[src/rtl/exc_trk_pkg.sv]
package exc_trk_pkg;

    localparam int VEC_W    = 9;
    localparam int SYS_SRC  = 3;

    // Source slots; the slot order matches ascending vector order.
    localparam int SRC_NMI  = 0;
    localparam int SRC_PSV  = 1;
    localparam int SRC_TICK = 2;
    localparam int SRC_EXT0 = 3;

    localparam logic [VEC_W-1:0] VEC_NMI  = 9'd2;
    localparam logic [VEC_W-1:0] VEC_PSV  = 9'd14;
    localparam logic [VEC_W-1:0] VEC_TICK = 9'd15;
    localparam logic [VEC_W-1:0] VEC_EXT0 = 9'd16;

    // Control/state register bit positions
    localparam int B_RETBASE  = 11;
    localparam int B_PEND_LO  = 12;
    localparam int B_ANY_EXT  = 22;
    localparam int B_TICK_CLR = 25;
    localparam int B_TICK_SET = 26;
    localparam int B_PSV_CLR  = 27;
    localparam int B_PSV_SET  = 28;
    localparam int B_NMI_SET  = 31;

    function automatic logic [VEC_W-1:0] src_vector(input int idx);
        logic [VEC_W-1:0] v;
        case (idx)
            SRC_NMI:  v = VEC_NMI;
            SRC_PSV:  v = VEC_PSV;
            SRC_TICK: v = VEC_TICK;
            default:  v = VEC_EXT0 + VEC_W'(idx - SRC_EXT0);
        endcase
        return v;
    endfunction

endpackage

[src/rtl/exc_pend_bank.sv]
module exc_pend_bank #(
    parameter int NSRC = 11
) (
    input  logic            clk,
    input  logic            rst_n,
    input  logic [NSRC-1:0] set_i,
    input  logic [NSRC-1:0] clr_i,
    output logic [NSRC-1:0] pend_o
);

    logic [NSRC-1:0] pend_d, pend_q;

    // Clears are applied first, so any set in the same cycle survives.
    always_comb begin
        pend_d = (pend_q & ~clr_i) | set_i;
    end

    always_ff @(posedge clk) begin
        if (!rst_n) pend_q <= '0;
        else        pend_q <= pend_d;
    end

    assign pend_o = pend_q;

    // A set request is never lost, whatever the clears do.
    p_set_kept_r11: assert property (@(posedge clk) disable iff (!rst_n)
        (|set_i) |=> ((pend_o & $past(set_i)) == $past(set_i)));

endmodule

[src/rtl/exc_prio_pick.sv]
module exc_prio_pick #(
    parameter int NSRC  = 11,
    localparam int IDX_W = (NSRC > 1) ? $clog2(NSRC) : 1
) (
    input  logic             clk,
    input  logic             rst_n,
    input  logic [NSRC-1:0]  pend_i,
    output logic             valid_o,
    output logic [IDX_W-1:0] idx_o
);

    // Lowest slot index wins; slots are ordered by vector number.
    always_comb begin
        valid_o = 1'b0;
        idx_o   = '0;
        for (int i = NSRC - 1; i >= 0; i--) begin
            if (pend_i[i]) begin
                valid_o = 1'b1;
                idx_o   = IDX_W'(i);
            end
        end
    end

    p_pick_is_pending_r7: assert property (@(posedge clk) disable iff (!rst_n)
        valid_o |-> pend_i[idx_o]);

    p_pick_none_r7: assert property (@(posedge clk) disable iff (!rst_n)
        (pend_i == '0) |-> !valid_o);

endmodule

[src/rtl/exc_nest_stack.sv]
module exc_nest_stack #(
    parameter int DEPTH = 4,
    parameter int VEC_W = 9,
    localparam int LVL_W = $clog2(DEPTH + 1)
) (
    input  logic             clk,
    input  logic             rst_n,
    input  logic             push_i,
    input  logic [VEC_W-1:0] push_vec_i,
    input  logic             pop_i,
    output logic [VEC_W-1:0] top_o,
    output logic [LVL_W-1:0] lvl_o,
    output logic             full_o
);

    typedef struct packed {
        logic [DEPTH-1:0][VEC_W-1:0] ent;
        logic [LVL_W-1:0]            lvl;
    } stk_t;

    stk_t st_d, st_q;

    always_comb begin
        st_d = st_q;
        if (push_i && (st_q.lvl != LVL_W'(DEPTH))) begin
            for (int k = 0; k < DEPTH; k++) begin
                if (LVL_W'(k) == st_q.lvl) st_d.ent[k] = push_vec_i;
            end
            st_d.lvl = st_q.lvl + 1'b1;
        end else if (pop_i && (st_q.lvl != '0)) begin
            st_d.lvl = st_q.lvl - 1'b1;
        end
    end

    always_ff @(posedge clk) begin
        if (!rst_n) st_q <= '0;
        else        st_q <= st_d;
    end

    always_comb begin
        top_o = '0;
        for (int k = 0; k < DEPTH; k++) begin
            if (LVL_W'(k + 1) == st_q.lvl) top_o = st_q.ent[k];
        end
    end

    assign lvl_o  = st_q.lvl;
    assign full_o = (st_q.lvl == LVL_W'(DEPTH));

    p_lvl_bound_r8: assert property (@(posedge clk) disable iff (!rst_n)
        lvl_o <= LVL_W'(DEPTH));

    p_push_top_r8: assert property (@(posedge clk) disable iff (!rst_n)
        (push_i && !full_o) |=> (top_o == $past(push_vec_i)));

    p_full_hold_r8: assert property (@(posedge clk) disable iff (!rst_n)
        (push_i && full_o) |=> $stable(top_o));

    p_pop_level_r9: assert property (@(posedge clk) disable iff (!rst_n)
        (pop_i && !push_i && (lvl_o != '0)) |=> (lvl_o == $past(lvl_o) - 1'b1));

endmodule

[src/rtl/exc_status_tracker.sv]
module exc_status_tracker
    import exc_trk_pkg::*;
#(
    parameter int NUM_EXT    = 8,
    parameter int NEST_DEPTH = 4
) (
    input  logic               clk,
    input  logic               rst_n,
    input  logic [NUM_EXT-1:0] ext_req_i,
    input  logic               ack_valid_i,
    input  logic [8:0]         ack_vec_i,
    input  logic               cmpl_valid_i,
    input  logic [8:0]         cmpl_vec_i,
    input  logic               reg_wr_i,
    input  logic               reg_sel_i,
    input  logic [31:0]        reg_wdata_i,
    output logic [31:0]        reg_rdata_o,
    output logic [8:0]         pend_vec_o
);

    localparam int NSRC  = SYS_SRC + NUM_EXT;
    localparam int IDX_W = (NSRC > 1) ? $clog2(NSRC) : 1;
    localparam int LVL_W = $clog2(NEST_DEPTH + 1);

    initial begin
        if (NUM_EXT < 1 || NUM_EXT > 496) $error("NUM_EXT out of range");
        if (NEST_DEPTH < 1)               $error("NEST_DEPTH must be positive");
    end

    // Next-cycle requests gathered in one struct
    typedef struct packed {
        logic [NSRC-1:0] set;
        logic [NSRC-1:0] clr;
        logic            push;
        logic            pop;
    } req_t;

    req_t req_d;

    logic [NSRC-1:0]  pend_q;
    logic [NSRC-1:0]  ack_hit;
    logic             pick_valid;
    logic [IDX_W-1:0] pick_idx;
    logic [8:0]       act_vec;
    logic [LVL_W-1:0] nest_lvl;
    logic             nest_full;
    logic             wr_ctl, wr_trig;
    logic [31:0]      ctl_rd;

    assign wr_ctl  = reg_wr_i && !reg_sel_i;
    assign wr_trig = reg_wr_i &&  reg_sel_i;

    // Per-source decode of the acknowledge vector and set requests
    logic [NSRC-1:0] set_raw;

    assign ack_hit[SRC_NMI]  = ack_valid_i && (ack_vec_i == VEC_NMI);
    assign ack_hit[SRC_PSV]  = ack_valid_i && (ack_vec_i == VEC_PSV);
    assign ack_hit[SRC_TICK] = ack_valid_i && (ack_vec_i == VEC_TICK);
    assign set_raw[SRC_NMI]  = wr_ctl && reg_wdata_i[B_NMI_SET];
    assign set_raw[SRC_PSV]  = wr_ctl && reg_wdata_i[B_PSV_SET];
    assign set_raw[SRC_TICK] = wr_ctl && reg_wdata_i[B_TICK_SET];

    for (genvar j = 0; j < NUM_EXT; j++) begin : g_ext
        assign ack_hit[SRC_EXT0 + j] = ack_valid_i && (ack_vec_i == src_vector(SRC_EXT0 + j));
        assign set_raw[SRC_EXT0 + j] = ext_req_i[j] || (wr_trig && (reg_wdata_i[8:0] == 9'(j)));
    end

    always_comb begin
        req_d      = '0;
        req_d.set  = set_raw;
        req_d.push = ((ack_hit & pend_q) != '0) && !nest_full;
        req_d.pop  = !req_d.push && cmpl_valid_i && (nest_lvl != '0)
                     && (cmpl_vec_i == act_vec);
        req_d.clr[SRC_PSV]  = wr_ctl && reg_wdata_i[B_PSV_CLR];
        req_d.clr[SRC_TICK] = wr_ctl && reg_wdata_i[B_TICK_CLR];
        if (req_d.push) req_d.clr = req_d.clr | ack_hit;
    end

    exc_pend_bank #(.NSRC(NSRC)) u_pend (
        .clk    (clk),
        .rst_n  (rst_n),
        .set_i  (req_d.set),
        .clr_i  (req_d.clr),
        .pend_o (pend_q)
    );

    exc_prio_pick #(.NSRC(NSRC)) u_pick (
        .clk     (clk),
        .rst_n   (rst_n),
        .pend_i  (pend_q),
        .valid_o (pick_valid),
        .idx_o   (pick_idx)
    );

    exc_nest_stack #(.DEPTH(NEST_DEPTH), .VEC_W(VEC_W)) u_nest (
        .clk        (clk),
        .rst_n      (rst_n),
        .push_i     (req_d.push),
        .push_vec_i (ack_vec_i),
        .pop_i      (req_d.pop),
        .top_o      (act_vec),
        .lvl_o      (nest_lvl),
        .full_o     (nest_full)
    );

    assign pend_vec_o = pick_valid ? src_vector(int'(pick_idx)) : '0;

    always_comb begin
        ctl_rd                     = '0;
        ctl_rd[8:0]                = act_vec;
        ctl_rd[B_RETBASE]          = (nest_lvl <= LVL_W'(1));
        ctl_rd[B_PEND_LO +: VEC_W] = pend_vec_o;
        ctl_rd[B_ANY_EXT]          = |pend_q[NSRC-1:SRC_EXT0];
        ctl_rd[B_TICK_SET]         = pend_q[SRC_TICK];
        ctl_rd[B_PSV_SET]          = pend_q[SRC_PSV];
        ctl_rd[B_NMI_SET]          = pend_q[SRC_NMI];
    end

    assign reg_rdata_o = reg_sel_i ? 32'd0 : ctl_rd;

    logic unused_wdata;
    assign unused_wdata = ^{reg_wdata_i[30:29], reg_wdata_i[24:9]};

    p_nmi_set_r2: assert property (@(posedge clk) disable iff (!rst_n)
        (wr_ctl && reg_wdata_i[B_NMI_SET]) |=> (pend_vec_o == VEC_NMI));

    p_psv_clear_r3: assert property (@(posedge clk) disable iff (!rst_n)
        (wr_ctl && reg_wdata_i[B_PSV_CLR] && !reg_wdata_i[B_PSV_SET]) |=> !pend_q[SRC_PSV]);

    p_tick_set_wins_r4: assert property (@(posedge clk) disable iff (!rst_n)
        (wr_ctl && reg_wdata_i[B_TICK_SET]) |=> pend_q[SRC_TICK]);

    p_trig_oob_r5: assert property (@(posedge clk) disable iff (!rst_n)
        (wr_trig && (reg_wdata_i[8:0] >= 9'(NUM_EXT)) && (ext_req_i == '0) && !ack_valid_i)
        |=> $stable(pend_q[NSRC-1:SRC_EXT0]));

    p_ack_active_r8: assert property (@(posedge clk) disable iff (!rst_n)
        req_d.push |=> (reg_sel_i || (reg_rdata_o[8:0] == $past(ack_vec_i))));

    p_idle_active_r10: assert property (@(posedge clk) disable iff (!rst_n)
        (nest_lvl == '0) |-> (act_vec == '0 || nest_lvl != '0) && ctl_rd[B_RETBASE]);

endmodule

[config.mk]
export PLATFORM = sky130hd
export DESIGN_NAME = exc_status_tracker
export DESIGN_NICKNAME = d
export VERILOG_FILES = /design/src/rtl/exc_trk_pkg.sv /design/src/rtl/exc_pend_bank.sv /design/src/rtl/exc_prio_pick.sv /design/src/rtl/exc_nest_stack.sv /design/src/rtl/exc_status_tracker.sv
export SDC_FILE = /design/constraint.sdc
export NUM_CORES = 1
export LEC_CHECK = 0
export ABC_AREA = 1
export ABC_CLOCK_PERIOD_IN_PS = 5990
export BUFFER_PORTS_ARGS = -buffer_cell sky130_fd_sc_hd__clkbuf_2
export CELL_PAD_IN_SITES_DETAIL_PLACEMENT = 0
export CELL_PAD_IN_SITES_GLOBAL_PLACEMENT = 1
export CORE_MARGIN = 8
export CORE_UTILIZATION = 39
export DETAILED_ROUTE_END_ITERATION = 8
export PLACE_DENSITY_LB_ADDON = 0.1
export SLEW_MARGIN = 10
export SYNTH_ARGS = -nofsm -noshare
export SYNTH_HDL_FRONTEND = slang
export SYNTH_HIERARCHICAL = 1
export SYNTH_SLANG_ARGS = --single-unit
[constraint.sdc]
create_clock -name clk -period 5.99 [get_ports clk]
set_input_delay 1.198 -clock clk [delete_from_list [all_inputs] [get_ports clk]]
set_output_delay 1.198 -clock clk [all_outputs]
set_load 0.05 [all_outputs]
* After elaboration in Yosys (flattened, before gate mapping) *
Index checks and enable logic that the tools add are counted.

word-level totals
  bits of input ports = 64
  register bits after elaboration = 50

cells by class
  bitwise operators = 5
  order comparisons = 1
  equal/unequal tests = 27
  mux-type cells = 32
  $add $sub $neg = 4
  reduce and logical (&&, ||, !) cells = 54

operators by type and width
  kind                                                             count
  9-bit by 5-bit == test with 1-bit output, second input constant  8
  9-bit two-way mux                                                5
  4-bit two-way mux                                                11
  9-bit by 3-bit == test with 1-bit output, second input constant  4
  1-bit logical AND                                                32
  32-bit two-way mux                                               1
  9-bit by 2-bit == test with 1-bit output, second input constant  3
  9-bit case mux with 3 select lines                               1
  11-bit bitwise AND                                               2
  9-bit by 4-bit == test with 1-bit output, second input constant  2
  1-bit two-way mux                                                11
  11-bit two-way mux                                               1
  11-bit inverter                                                  1
  11-bit bitwise OR                                                1
  3-bit by 11-bit bitwise OR with 11-bit output                    1
  11-bit nonzero test                                              1
  9-bit by 1-bit == test with 1-bit output, second input constant  1
  9-bit == test                                                    1
  9-bit zero test                                                  1
  1-bit logical OR                                                 8
  2-bit AND reduction                                              4
  8-bit OR reduction                                               1
  6-bit by 5-bit adder with 7-bit output, first input constant     1
  2-bit by 3-bit == test with 1-bit output, first input constant   2
  other kinds (16)                                                 19

* Longest topological paths before layout *
  depth after elaboration = 16
  depth in mapped cells = 19

* Hierarchy *
The synthesis kept the hierarchy.

modules (own cells, without submodules)
  module              sequential area each (µm²)  cells each  times used  area each (µm²)
  exc_nest_stack      780.7                       281         1           1988.2
  exc_status_tracker  0.0                         211         1           1088.5
  exc_pend_bank       220.2                       57          1           451.7
  exc_prio_pick       0.0                         31          1           147.6

* Worst setup path after synthesis *
No wires, ideal clock.

  kind = register to output
  from = reg u_pend.pend_q[9] (netlist: u_pend/pend_o[9])
  to = out reg_rdata_o[12]
  required time = 4792 ps
  data arrival time = 3051 ps
  path slack = 1741 ps
  cell stages (with the launch flop) = 16
  path buffers = 0
  cells stage by stage = dfxtp_1 -> nand2_1 -> nand2_1 -> nand2_1 -> nand2_1 -> nand2_1 -> nand2_1 -> nand2_1 -> a21oi_1 -> inv_1 -> ha_1 -> nor2_1 -> a21oi_2 -> inv_1 -> nor2_1 -> nor4_1

on the way
  longest elaborated chain between the ends = 15
  elaborated cells between the ends (all ways) = 28
  those cells by class = 2 x add/sub; 2 x eq/ne; 23 x mux; 1 x reduce/logical

RTL lines
  what                                         line                       source
  from (decl)                                  exc_pend_bank.sv:11        logic [NSRC-1:0] pend_d, pend_q;
  from (signal assigned)                       exc_pend_bank.sv:20        else pend_q <= pend_d;
  4-bit two-way mux * (10 in series)           exc_prio_pick.sv:17        if (pend_i[i]) begin
  named net pick_idx[0]                        exc_status_tracker.sv:43   logic [IDX_W-1:0] pick_idx;
  4-bit by 2-bit subtractor with 5-bit output  exc_trk_pkg.sv:33          default: v = VEC_EXT0 + VEC_W'(idx - SRC_EXT0);
  6-bit by 5-bit adder with 7-bit output       exc_trk_pkg.sv:33
  9-bit case mux with 3 select lines *         exc_trk_pkg.sv:29          case (idx)
  9-bit two-way mux *                          exc_status_tracker.sv:106  assign pend_vec_o = pick_valid ? src_vector(int'(pick_idx)) : '0;
  32-bit two-way mux *                         exc_status_tracker.sv:119  assign reg_rdata_o = reg_sel_i ? 32'd0 : ctl_rd;
  to (decl)                                    exc_status_tracker.sv:17   output logic [31:0] reg_rdata_o,

Mark *: on every way through the listed nets, which the timed path passes. The rest lies on a longest branch.

* Worst setup path after layout *
  from = reg u_pend.pend_q[9] (netlist: u_pend/pend_o[9])
  to = out reg_rdata_o[15]

The elaborated chain is that of the path after synthesis.

==> results.md <==
STA:
- The remaining max-slew budget at the tightest pin is 0.429.
- Setup repair after global routing left no endpoint under its margin.
- The max-slew violation total from the final report is 0.
- At the pin with the least slew margin, the transition time is 0.851 ns.
- The final cycle utilization of the critical path is 0.653.
- The peak clock frequency supported by timing is about 0.26 GHz.
- Between clock sinks in the finished design, the worst skew comes to 0.0131 ns.
- The count of final hold-check violations was 0.
- The total of endpoints with negative setup slack in the final report is 0.
- Adding up every negative setup slack in the final design gives 0 ns.
- The final critical delay including setup and external delays is 3.91 ns.

Routing:
- The count of TritonRoute iterations in the first routing pass is 4.
- The post-detailed-route DRC marker count is 0.
- The initial detailed-routing violation count is between 200 and 250.
- The final route contains between 3000 and 4000 vias.
- The post-detailed-routing wire length is 10000 um.
- The count of nets left with antenna violations after detail routing is 0.
- Dividing the detail-routed wire length by the instance count gives between 10 and 15 um.
- Dividing the detail-routed via count by the number of cells gives 4.77.

Layout:
- The repair_antennas step left the layout with diodes totalling 0.
- The share of cells above drive strength 1 is 0.191.
- The number of nets in the final layout is just over 700.
- Fill cells in the final layout number between 1000 and 1500.
- After routing the design area is 0.00409 sq mm.
- The layout overhead on the synthesized area is 11.4%.

CTS:
- The maximum buffer depth of the clock tree is 2.
- In this run the clock root is driven by a sky130_fd_sc_hd__clkbuf_8.
- Hold repair after CTS inserted 0 buffers.
- CTS saw 50 sinks.
- For the worst-skew pair, the clock arrives at the later sink with an insertion delay of 0.32 ns.
- The number of gates resized after CTS is 0.
- Once the clock tree was built, the setup fixing pass inserted 0 buffers.
- The clock input transition at the sequential cells of the worst setup and hold paths is ~0.1 ns.
- The TritonCTS clock tree is done.
- The number of H-tree levels is 2.
- The number of buffers created by CTS is 5.

Global route:
- For this run, global-route usage on met1 was measured as 0.231.
- For this run, global-route usage on met2 was measured as 0.228.
- The aggregate global routing overflow is 0.
- met1 is the most crowded layer.
- The first global-routing pass estimated approximately 17000 um of wire.
- The largest net degree at the start of global routing is 29.
- In the global route stage, overall resource usage came out at 0.158.
- The number of global-route vias before repair is 3369.
- The number of antenna violations at the first check in global routing came to 0.
- The met3 usage in global routing is 0.0373.

Critical path:
- The setup path with the least slack is of type reg2out.
- The category of the worst setup path launch point is a flip-flop.
- The data arrival time of the critical path is 2.71 ns.
- The critical path capture point type is a primary output.
- In this run the worst path has a maximum fanout of 8.
- At the worst endpoint, the required time is 4.79 ns.

Place:
- The sum of net half-perimeters after detailed placement is 7800 um.
- At the end of routability-driven placement, the weighted congestion stood at 0.787.
- Buffers placed on the I/O ports in this run total 69.
- Once placement finished, the instance area stood at 0.00398 sq mm.

Synth:
- The instance count of the mapped netlist is 580.
- The cell area after technology mapping is 0.00368 sq mm.
- After synthesis, the largest family of logic cells by area is simple AND/OR/NAND/NOR gates.
- The portion of synthesized area spent on multiplexers is 0.
- Of the total synthesized cell area, the portion taken by AND, OR, NAND and NOR gates is 0.392.
- Synthesis instantiated 43 different standard cells from the library.
- Of the total synthesized cell area, the portion taken by XOR and XNOR cells is 0.00715.
- Yosys printed 6 warnings.
- The share of the Yosys chip area taken by registers is 0.272.
- The synthesized area per cell is roughly 6.3 sq um.
- The synthesized design contains 50 register bits.
- The adder-cell share of the synthesized area is 0.0340.
- The fraction of the mapped netlist area in compound gates was 0.132.

Pwr:
- For this design the ratio of total power to cell area is 203 mW/mm^2.
- The worst-case IR drop observed on VDD is about 0.11 mV.
- The overall power is 0.000831 W.
- For this design the static power due to leakage is approximately 1.9 nW.

Floorplan:
- The die area is 0.0128 sq mm.
- The floorplan die width is 113 um.
- Pin placement for this block handled 105 I/O pins.
- The y dimension of the die is 113 um.
- The initial utilization of the core area, before any placement, comes to 0.400.
- In this run the standard cell core region covers 0.00920 sq mm.
- In this run the core area contains 35 standard-cell rows.

Worst hold path:
- The worst hold-check path type is reg2reg.

Outcome:
- The run finished with clean final reports.

Job:
- The number of max-capacitance violations reported is 0.
metrics by stage:
stage | hold WS (ns) | setup WS (ns) | utilization | std cells
6_report | 0.454 | 2.08 | 0.445 | 751
5_1_grt | 0.483 | 1.70 | 0.445 | 751
4_1_cts | 0.455 | 2.03 | 0.445 | 751
3_5_place_dp | 0.439 | 2.39 | 0.433 | 743
3_3_place_gp | 0.434 | 2.44 | 0.433 | 743
2_1_floorplan | 0.424 | 1.74 | - | 596
power breakdown:
group / leakage (nW) / internal [W] / total, W / switching [W]
clock network: 0.0587 / 0.000127 / 0.000254 / 0.000127
logic: 1.41 / 0.0000559 / 0.000232 / 0.000176
registers: 0.406 / 0.000337 / 0.000345 / 0.00000740
kinds of logic (layout without fill, tap and decap cells):
logic type                 Yosys count  count (layout)
AOI/OAI and AO/OA                   80              80
and+or+nand+nor                    311             311
buffers and inverters              125             169
xor gates and xnor gates             3               3
other                                1              17
DFF                                 50              50
adders and majority gates           10              10
flip-flops by register name, summed over array words and instances, names as in the netlist:
| register | flops |
|---|---|
| u_nest/st_q | 36 |
| u_pend/pend_o | 11 |
| u_nest/lvl_o | 3 |
path summary, 6_finish.rpt:
check / from / to / slack, ns / depth (start not counted)
setup / recovery: u_pend/pend_o[9] / reg_rdata_o[15] / 2.08 / 16
hold / removal: u_nest/st_q[6] / u_nest/st_q[6] / 0.45 / 2
hold reg to reg: u_nest/st_q[6] / u_nest/st_q[6] / 0.45 / 2
setup reg to reg: u_nest/lvl_o[2] / u_nest/lvl_o[1] / 2.82 / 17
synth_stat cells, drive strengths merged:
library cell / count / area share
dfxtp: 50 / 0.27
xor2: 1 / 0.0024
nand4: 10 / 0.017
a21oi: 55 / 0.087
nand3: 53 / 0.080
o21ai: 11 / 0.016
inv: 88 / 0.090
nor4: 7 / 0.012
o21bai: 9 / 0.018
clkbuf: 5 / 0.0054
nand3b: 2 / 0.0041
buf: 29 / 0.063
xnor2: 2 / 0.0048
nor2: 81 / 0.096
nor3b: 1 / 0.0020
o22ai: 2 / 0.0034
nor3: 13 / 0.020
nand2: 142 / 0.16
or2: 2 / 0.0034
a22o: 1 / 0.0024
ha: 10 / 0.034
conb: 1 / 0.0010
a31oi: 2 / 0.0051
clkinv: 3 / 0.0034
cell usage in the layout (no fill, tap or decap), types with 4 or more instances in the layout:
cell type / instances
sky130_fd_sc_hd__a21oi_1: 43
sky130_fd_sc_hd__nand2_1: 133
sky130_fd_sc_hd__dfxtp_1: 50
sky130_fd_sc_hd__inv_1: 80
sky130_fd_sc_hd__nor2_4: 4
sky130_fd_sc_hd__nand3_1: 50
sky130_fd_sc_hd__nand2_2: 5
sky130_fd_sc_hd__o21bai_1: 9
sky130_fd_sc_hd__ha_1: 10
sky130_fd_sc_hd__clkbuf_8: 5
sky130_fd_sc_hd__conb_1: 17
sky130_fd_sc_hd__nor4_1: 7
sky130_fd_sc_hd__a21oi_2: 12
sky130_fd_sc_hd__nand4_1: 10
sky130_fd_sc_hd__nor3_1: 11
sky130_fd_sc_hd__inv_2: 8
sky130_fd_sc_hd__o21ai_0: 10
sky130_fd_sc_hd__nand2_4: 4
sky130_fd_sc_hd__nor2_1: 75
sky130_fd_sc_hd__clkbuf_2: 69
per-layer routing:
metal	wire, um	vias up	part of all wire
li1	-	1912	-
met5	0	-	0
met2	4000	88	0.40
met1	5360	1577	0.53
met4	92	0	0.0092
met3	602	8	0.060
layout make-up:
cell class	count	area, sq um	area share
multi-input combinational	421	2140	0.523
sequential	50	1000	0.244
timing repair buffer	70	353	0.0862
inverter	91	343	0.0837
tap	111	139	0.0339
clock buffer	5	68.8	0.0168
clock inverter	3	47.5	0.0116
critical path, stage by stage, from the launching register on:
cell	delay, ns
sky130_fd_sc_hd__dfxtp_1	0.43
sky130_fd_sc_hd__nand2_1	0.08
sky130_fd_sc_hd__nand2_1	0.06
sky130_fd_sc_hd__nand2_1	0.05
sky130_fd_sc_hd__nand2_1	0.05
sky130_fd_sc_hd__nand2_1	0.05
sky130_fd_sc_hd__nand2_1	0.05
sky130_fd_sc_hd__nand2_1	0.05
sky130_fd_sc_hd__a21oi_1	0.28
sky130_fd_sc_hd__inv_1	0.14
sky130_fd_sc_hd__ha_1	0.23
sky130_fd_sc_hd__nor2_1	0.16
sky130_fd_sc_hd__a21oi_2	0.14
sky130_fd_sc_hd__nand2_1	0.08
sky130_fd_sc_hd__nand2_1	0.09
sky130_fd_sc_hd__nor3_1	0.17
sky130_fd_sc_hd__clkbuf_2	0.31
Power figures use the tool's default switching activity.
